**config.mk**
```make
export PLATFORM = sky130hd
export DESIGN_NAME = cop_fault_unit
export DESIGN_NICKNAME = d
export VERILOG_FILES = /design/src/rtl/cfu_pkg.sv /design/src/rtl/cfu_prio_enc.sv /design/src/rtl/cfu_issue_gate.sv /design/src/rtl/cfu_ptr_regs.sv /design/src/rtl/cfu_exc_status.sv /design/src/rtl/cop_fault_unit.sv
export SDC_FILE = /design/constraint.sdc
export NUM_CORES = 1
export LEC_CHECK = 0
export BUFFER_PORTS_ARGS = -buffer_cell sky130_fd_sc_hd__buf_2
export CORE_ASPECT_RATIO = 1.25
export CORE_MARGIN = 4
export CORE_UTILIZATION = 45
export CTS_CLUSTER_SIZE = 40
export DETAILED_ROUTE_END_ITERATION = 8
export GPL_ROUTABILITY_DRIVEN = 1
export GPL_TIMING_DRIVEN = 0
export HOLD_SLACK_MARGIN = 0.1
export PLACE_DENSITY = 0.81
export SYNTH_ARGS = -nofsm -noshare
export SYNTH_HDL_FRONTEND = slang
export SYNTH_SLANG_ARGS = --single-unit
```
**constraint.sdc**
```tcl
create_clock -name clk -period 2.9 [get_ports clk]
set_input_delay 0.58 -clock clk [delete_from_list [all_inputs] [get_ports clk]]
set_output_delay 0.58 -clock clk [all_outputs]
set_load 0.05 [all_outputs]
```
**src/rtl/cfu_pkg.sv**
```systemverilog
package cfu_pkg;
  localparam int NEXC = 6;
  localparam int CAUSE_W = $clog2(NEXC + 1);

  typedef enum logic [2:0] {
    K_ARITH = 3'd0,
    K_NOP   = 3'd1,
    K_INIT  = 3'd2,
    K_CLEX  = 3'd3,
    K_STSW  = 3'd4,
    K_STENV = 3'd5,
    K_SAVE  = 3'd6,
    K_RSVD  = 3'd7
  } ins_kind_e;

  function automatic logic kind_waits(input logic [2:0] k);
    return !(k inside {K_INIT, K_CLEX, K_STSW, K_STENV, K_SAVE});
  endfunction
endpackage

```
**src/rtl/cfu_prio_enc.sv**
```systemverilog
module cfu_prio_enc #(
  parameter int N  = 6,
  parameter int CW = 3
) (
  input  logic [N-1:0]  req,
  output logic [CW-1:0] idx
);
  always_comb begin
    idx = {CW{1'b1}};
    for (int i = N - 1; i >= 0; i--) begin
      if (req[i]) idx = CW'(i);
    end
  end
endmodule

```
**src/rtl/cfu_issue_gate.sv**
```systemverilog
module cfu_issue_gate (
  input  logic       clk,
  input  logic       rst_n,
  input  logic       ins_valid,
  input  logic [2:0] ins_kind,
  input  logic       es,
  output logic       ins_ready,
  output logic       cap,
  output logic       clr,
  output logic       init,
  output logic       trap
);
  import cfu_pkg::*;
  logic waits, acc;

  assign waits     = kind_waits(ins_kind);
  assign ins_ready = !(waits && es);
  assign acc       = ins_valid && ins_ready;
  assign cap       = acc && waits;
  assign init      = acc && (ins_kind == K_INIT);
  assign clr       = acc && (ins_kind == K_CLEX);

  always_ff @(posedge clk or negedge rst_n) begin
    if (!rst_n) trap <= 1'b0;
    else        trap <= ins_valid && waits && es;
  end

  assert_exempt_no_trap_R7: assert property (@(posedge clk) disable iff (!rst_n)
    (ins_valid && !waits) |=> !trap);
  assert_trap_needs_error_R6: assert property (@(posedge clk) disable iff (!rst_n)
    !es |=> !trap);
endmodule

```
**src/rtl/cfu_ptr_regs.sv**
```systemverilog
module cfu_ptr_regs #(
  parameter int AW = 20,
  parameter int OW = 11
) (
  input  logic          clk,
  input  logic          rst_n,
  input  logic          es,
  input  logic          cap,
  input  logic          cap_mem,
  input  logic [AW-1:0] cap_ip,
  input  logic [AW-1:0] cap_dp,
  input  logic [OW-1:0] cap_op,
  input  logic          ld,
  input  logic [AW-1:0] ld_ip,
  input  logic [AW-1:0] ld_dp,
  input  logic [OW-1:0] ld_op,
  output logic [AW-1:0] ip,
  output logic [AW-1:0] dp,
  output logic [OW-1:0] op
);
  always_ff @(posedge clk or negedge rst_n) begin
    if (!rst_n) begin
      ip <= '0;
      dp <= '0;
      op <= '0;
    end else if (ld) begin
      ip <= ld_ip;
      dp <= ld_dp;
      op <= ld_op;
    end else if (cap) begin
      ip <= cap_ip;
      op <= cap_op;
      if (cap_mem) dp <= cap_dp;
    end
  end

  assert_ptr_frozen_R8: assert property (@(posedge clk) disable iff (!rst_n)
    (es && !ld) |=> ($stable(ip) && $stable(dp) && $stable(op)));
  assert_dp_kept_R2: assert property (@(posedge clk) disable iff (!rst_n)
    (!ld && !(cap && cap_mem)) |=> $stable(dp));
endmodule

```
**src/rtl/cfu_exc_status.sv**
```systemverilog
module cfu_exc_status #(
  parameter int N  = 6,
  parameter int CW = 3
) (
  input  logic          clk,
  input  logic          rst_n,
  input  logic          exc_valid,
  input  logic [N-1:0]  exc_cond,
  input  logic          clr,
  input  logic          init,
  input  logic          cw_wr,
  input  logic [N-1:0]  cw_mask,
  output logic [N-1:0]  flags,
  output logic [N-1:0]  mask,
  output logic          es,
  output logic          err,
  output logic [CW-1:0] cause
);
  localparam logic [CW-1:0] NONE = {CW{1'b1}};
  logic [N-1:0]  unm;
  logic [CW-1:0] enc;
  logic          wipe, hit;

  assign wipe = clr || init;
  assign unm  = exc_valid ? (exc_cond & ~mask) : '0;
  assign hit  = |unm;

  cfu_prio_enc #(.N(N), .CW(CW)) u_enc (.req(unm), .idx(enc));

  for (genvar g = 0; g < N; g++) begin : g_flag
    always_ff @(posedge clk or negedge rst_n) begin
      if (!rst_n)                      flags[g] <= 1'b0;
      else if (wipe)                   flags[g] <= 1'b0;
      else if (exc_valid && exc_cond[g]) flags[g] <= 1'b1;
    end
    assert_flag_sticky_R3: assert property (@(posedge clk) disable iff (!rst_n)
      (flags[g] && !wipe) |=> flags[g]);
    always_ff @(posedge clk or negedge rst_n) begin
      if (!rst_n)      mask[g] <= 1'b1;
      else if (init)   mask[g] <= 1'b1;
      else if (cw_wr)  mask[g] <= cw_mask[g];
    end
  end

  always_ff @(posedge clk or negedge rst_n) begin
    if (!rst_n) begin
      es    <= 1'b0;
      err   <= 1'b0;
      cause <= NONE;
    end else if (wipe) begin
      es    <= 1'b0;
      err   <= 1'b0;
      cause <= NONE;
    end else if (hit) begin
      es  <= 1'b1;
      err <= 1'b1;
      if (!es) cause <= enc;
    end
  end

  assert_wipe_R9: assert property (@(posedge clk) disable iff (!rst_n)
    wipe |=> (flags == '0 && !es && !err));
  assert_masked_quiet_R4: assert property (@(posedge clk) disable iff (!rst_n)
    (!es && !wipe && (!exc_valid || ((exc_cond & ~mask) == '0))) |=> !es);
  assert_init_masks_R10: assert property (@(posedge clk) disable iff (!rst_n)
    init |=> (&mask));
  assert_cause_held_R5: assert property (@(posedge clk) disable iff (!rst_n)
    (es && !wipe) |=> $stable(cause));
  assert_err_follows_R4: assert property (@(posedge clk) disable iff (!rst_n)
    es == err);
endmodule

```
**src/rtl/cop_fault_unit.sv**
```systemverilog
module cop_fault_unit #(
  parameter int AW = 20,
  parameter int OW = 11
) (
  input  logic                     clk,
  input  logic                     rst_n,
  input  logic                     ins_valid,
  output logic                     ins_ready,
  input  logic [2:0]               ins_kind,
  input  logic [AW-1:0]            ins_addr,
  input  logic                     ins_has_mem,
  input  logic [AW-1:0]            ins_opnd,
  input  logic [OW-1:0]            ins_opcode,
  input  logic                     exc_valid,
  input  logic [cfu_pkg::NEXC-1:0] exc_cond,
  input  logic                     cw_wr,
  input  logic [cfu_pkg::NEXC-1:0] cw_mask,
  input  logic                     ptr_ld,
  input  logic [AW-1:0]            ld_ip,
  input  logic [AW-1:0]            ld_dp,
  input  logic [OW-1:0]            ld_op,
  output logic [AW-1:0]            ip_o,
  output logic [AW-1:0]            dp_o,
  output logic [OW-1:0]            op_o,
  output logic [cfu_pkg::NEXC-1:0] flags_o,
  output logic [cfu_pkg::NEXC-1:0] mask_o,
  output logic                     es_o,
  output logic                     error_o,
  output logic [cfu_pkg::CAUSE_W-1:0] cause_o,
  output logic                     trap_o
);
  import cfu_pkg::*;
  logic cap, clr, init;

  cfu_issue_gate u_gate (
    .clk(clk), .rst_n(rst_n), .ins_valid(ins_valid), .ins_kind(ins_kind),
    .es(es_o), .ins_ready(ins_ready), .cap(cap), .clr(clr), .init(init),
    .trap(trap_o)
  );

  cfu_ptr_regs #(.AW(AW), .OW(OW)) u_ptr (
    .clk(clk), .rst_n(rst_n), .es(es_o), .cap(cap), .cap_mem(ins_has_mem),
    .cap_ip(ins_addr), .cap_dp(ins_opnd), .cap_op(ins_opcode),
    .ld(ptr_ld), .ld_ip(ld_ip), .ld_dp(ld_dp), .ld_op(ld_op),
    .ip(ip_o), .dp(dp_o), .op(op_o)
  );

  cfu_exc_status #(.N(NEXC), .CW(CAUSE_W)) u_stat (
    .clk(clk), .rst_n(rst_n), .exc_valid(exc_valid), .exc_cond(exc_cond),
    .clr(clr), .init(init), .cw_wr(cw_wr), .cw_mask(cw_mask),
    .flags(flags_o), .mask(mask_o), .es(es_o), .err(error_o), .cause(cause_o)
  );
endmodule

```
* After elaboration in Yosys (flattened, before gate mapping) *
Index checks and enable logic that the tools add are counted.

operators by class
  equality and inequality tests = 6
  mux-type cells = 43
  bitwise gates (word level) = 2
  reductions and logical operators = 30

operators by type and width
  kind                  count
  $mux W20              5
  $mux W1               26
  $mux W3               8
  $mux W11              2
  $reduce_bool A2 Y1    10
  $logic_and A1 B1 Y1   13
  $eq A3 B3 Y1 const B  3
  $and A6 B6 Y6         1
  $eq A3 B2 Y1 const B  2
  $mux W6               1
  $not A6 Y6            1
  $reduce_or A6 Y1      1
  $reduce_bool A5 Y1    1
  $reduce_and A2 Y1     2
  $logic_not A1 Y1      2
  $mux W2               1
  $ne A2 B2 Y1 const B  1
  $logic_or A1 B1 Y1    1

storage, ports and cells
  register bits after elaboration = 68
  output and inout port bits = 70

* Logic depth before layout (Yosys ltp) *
  depth after elaboration = 12
  gate-level depth with buffers = 5

* Cells and area by module *
A second synthesis with hierarchy kept.

unflattened totals
  cell total of the unflattened synthesis = 339
  area, all modules = 3575.9 um2

by module, submodules not included
  module          times used  cells each  area each (um2)
  cfu_ptr_regs    1           248         2672.6
  cfu_exc_status  1           74          772.0
  cfu_issue_gate  1           10          86.3
  cfu_prio_enc    1           7           45.0

* Worst setup path after synthesis *
OpenSTA, ideal clock, no wires.

  path kind = input port to output port
  from = input port ins_kind[2]
  to = output port ins_ready
  arrival time = 1.410 ns
  data required time = 2.320 ns
  path slack = 0.910 ns
  cell stages on the path = 3
  path buffers = 0
  cell sequence = and3_4 > or2_2 > nand2_1

on the way
  word-level cells in the longest chain between the ends = 5

RTL lines
  what                                                 line                  source
  start, declared                                      cop_fault_unit.sv:9   input logic [2:0] ins_kind,
  $eq A3 B2 Y1 / $eq A3 B3 Y1 (equally long branches)  cfu_pkg.sv:17         return !(k inside {K_INIT, K_CLEX, K_STSW, K_STENV, K_SAVE});
  $reduce_bool A5 Y1 (*)                               cfu_pkg.sv:17
  $logic_not A1 Y1 (*)                                 cfu_pkg.sv:17
  $logic_and A1 B1 Y1 (*)                              cfu_issue_gate.sv:17  assign ins_ready = !(waits && es);
  $logic_not A1 Y1 (*)                                 cfu_issue_gate.sv:17
  end, declared                                        cop_fault_unit.sv:8   output logic ins_ready,

Every way passes the cells marked *; elsewhere a longest branch is shown, timed or not.

* Worst setup path after layout *
  from = input port ins_kind[0]
  to = output port ins_ready

The elaborated chain is that of the path after synthesis.

==> qor.yml <==
start_util_pct: 46.34
fp-row-count: 35
fin_ws_ns: 0.7871
cts-buffers-inserted: 9
clk_latency_ns: 0.33
grt_usage_pct: 19.79
die_area_sq_mm: 0.009091
clk_pin_slew_worst_paths_ns: 0.07
antenna_found_initial: 0
end_kind: "output port"
synthesis.nets: 369
clock-root-buffer: "clkbuf_8"
grt_pass1_wl_mm: 14.09
ys_warn_count: 0
synth_area_sq_mm: 0.003430
drive_gt1_share_pct: 69.91
rsz0062_at_grt: "false"
ys.flop_type: "dfrtp_1"
synth_edf_count: 0
remaining_drc_errors: 0
arrival_ns: 1.53
min_period_ns: 2.113
peakVddDrop_v: 0.0004499
finalSetupViolations: 0
hpwl_mm: 6.996
synth_top_area_share_pct: 43.05
fill_cells: 627
relSlewSlack_pct: 42.59
path_class: "in -> out"
hold_path.class: "in -> async"
gr-total-overflow: 0
outcome: "completed"
place_ws_ns: 0.7559
power_density_mw_per_mm2: 608.3
gp_congestion: 0.8576
port_buffers: 191
hold_violations: 0
post_drt_via_cell_ratio: 5.029
min_period_over_period_pct: 72.86
tightest_slew_ns: 0.8611
finalSetupTns_ns: 0
grt_pass1_vias: 2948
syn_to_final_growth_pct: 36.96
max_freq_ghz: 0.4733
wirelength_mm: 8.882
synth_area_leaders: "dfrtp_1, mux2_2, mux2_4"
cts_hold_buf: 0
grt_max_degree: 69
holdWs_ns: 0.3466
seq_area_frac_synth_pct: 49.95
ant_nets: 0
synthCells: 245
clockBufferDepth: 2
yosysMostFrequentCell: "mux2_2"
total_power_uw: 2857
finClkSkew_ns: 0.008897
post_cts_buffers: 0
finalNetCount: 571
synth_seq_cells: 68
cts_sinks: 68
core_area_sq_mm: 0.007401
placed_area_sq_mm: 0.004503
ctsResizeCount: 0
avgRoutedWirePerCell_um: 16.33
avgSynthCellArea_sq_um: 14.00
htreeDepth: 3
dieWidth_um: 86.09
worst_setup_path_start_kind: "input pin"
cts_tree: "done"
dr.first_iter.drc_count: 52
antennaDiodeCount: 0
cap_violations: 0
slew_violations: 0
worstPathMaxFanout: 7
finalInstanceArea_sq_mm: 0.004697
dr_total_vias: 2736
critPathRequiredTime_ns: 2.32
dr.pass1.iters: 4
synth_cell_types: 31
pin_count: 194
synthTopCellsByCount: "mux2_2, dfrtp_1, mux2_4"
floorplan.die.height_um: 105.6
async_flop_share_pct: 100.0
synth_top_area_cell: "dfrtp_1"
cellLeakagePower_uw: 0.002351
final cells by class:
type | count | area (sq um) | share of cell area [%]
clock inverters | 4 | 48.80 | 1.039
flip-flops and latches | 68 | 1713 | 36.47
inverters | 3 | 11.26 | 0.2397
repair buffers | 191 | 958.4 | 20.40
clock buffers | 12 | 145.1 | 3.090
well taps | 92 | 115.1 | 2.451
plain buffers | 14 | 93.84 | 1.998
multi-input cells | 160 | 1612 | 34.31
state kept, by name, indices dropped and copies added, names as in the netlist:
register,flops
u_gate.trap,1
u_ptr.dp,20
u_ptr.ip,20
u_ptr.op,11
u_stat.cause,3
u_stat.es,1
u_stat.flags,6
u_stat.mask,6
logic make-up (layout without fill, tap and decap cells):
logic type      Yosys count  after routing  synth area share [%]
simple gates             26             26                 4.123
compound gates           26             26                 5.436
mux                     108            108                 37.43
flops                    68             68                 49.95
buf+inv                  17            224                 3.065
worst paths after layout:
kind | startpoint | end | slack (ns) | depth (start not counted)
max | ins_kind[0] | ins_ready | 0.79 | 5
min in group clk | cw_mask[3] | u_stat.mask[3]$_DFFE_PN1P_ | 0.47 | 3
max reg2reg | u_stat.es$_DFFE_PN0P_ | u_ptr.dp[12]$_DFFE_PN0P_ | 1.25 | 5
max in group asynchronous | rst_n | u_ptr.dp[8]$_DFFE_PN0P_ | 1.97 | 1
min reg2reg | u_stat.flags[3]$_DFFE_PN0P_ | u_stat.flags[3]$_DFFE_PN0P_ | 0.50 | 2
min | rst_n | u_ptr.op[4]$_DFFE_PN0P_ | 0.35 | 1
metal layers:
layer	up-vias	global-route usage, %	part of all wire [%]
met5	-	0	0
met4	0	7.127	1.4
met3	8	5.004	7.9
met2	118	35.06	53
met1	1328	22.67	37
li1	1282	-	-
through the flow:
| stage | util [%] | cells |
|---|---|---|
| after floorplan | - | 245 |
| after global placement | 60.81 | 528 |
| after detailed placement | 60.85 | 528 |
| after CTS | 63.47 | 544 |
| after global routing | 63.47 | 544 |
| final | 63.47 | 544 |
layout by cell type, fill, tap and decap left out, drive strengths merged, types with 2 or more instances in the layout:
| cell type | count |
|---|---|
| mux2 | 102 |
| mux2i | 6 |
| and3 | 2 |
| nand2 | 2 |
| o21ai | 7 |
| clkinv | 3 |
| inv | 3 |
| clkbuf | 19 |
| a21oi | 12 |
| dfrtp | 59 |
| nor2 | 10 |
| dfstp | 9 |
| buf | 198 |
| nor2b | 3 |
| nand2b | 4 |
critical path, stage by stage:
cell and delay (ns):
buf_2 0.15, and3_4 0.18, or2_2 0.30, nand2_1 0.07
buf_2 0.25
power by group:
group / leakage, uW / internal, uW / switching, uW
clock: 0.000100 / 420 / 341
combinational: 0.00147 / 328 / 628
sequential: 0.000780 / 1080 / 63.2
total: 0.00235 / 1830 / 1030
Power figures use the tool's default switching activity.
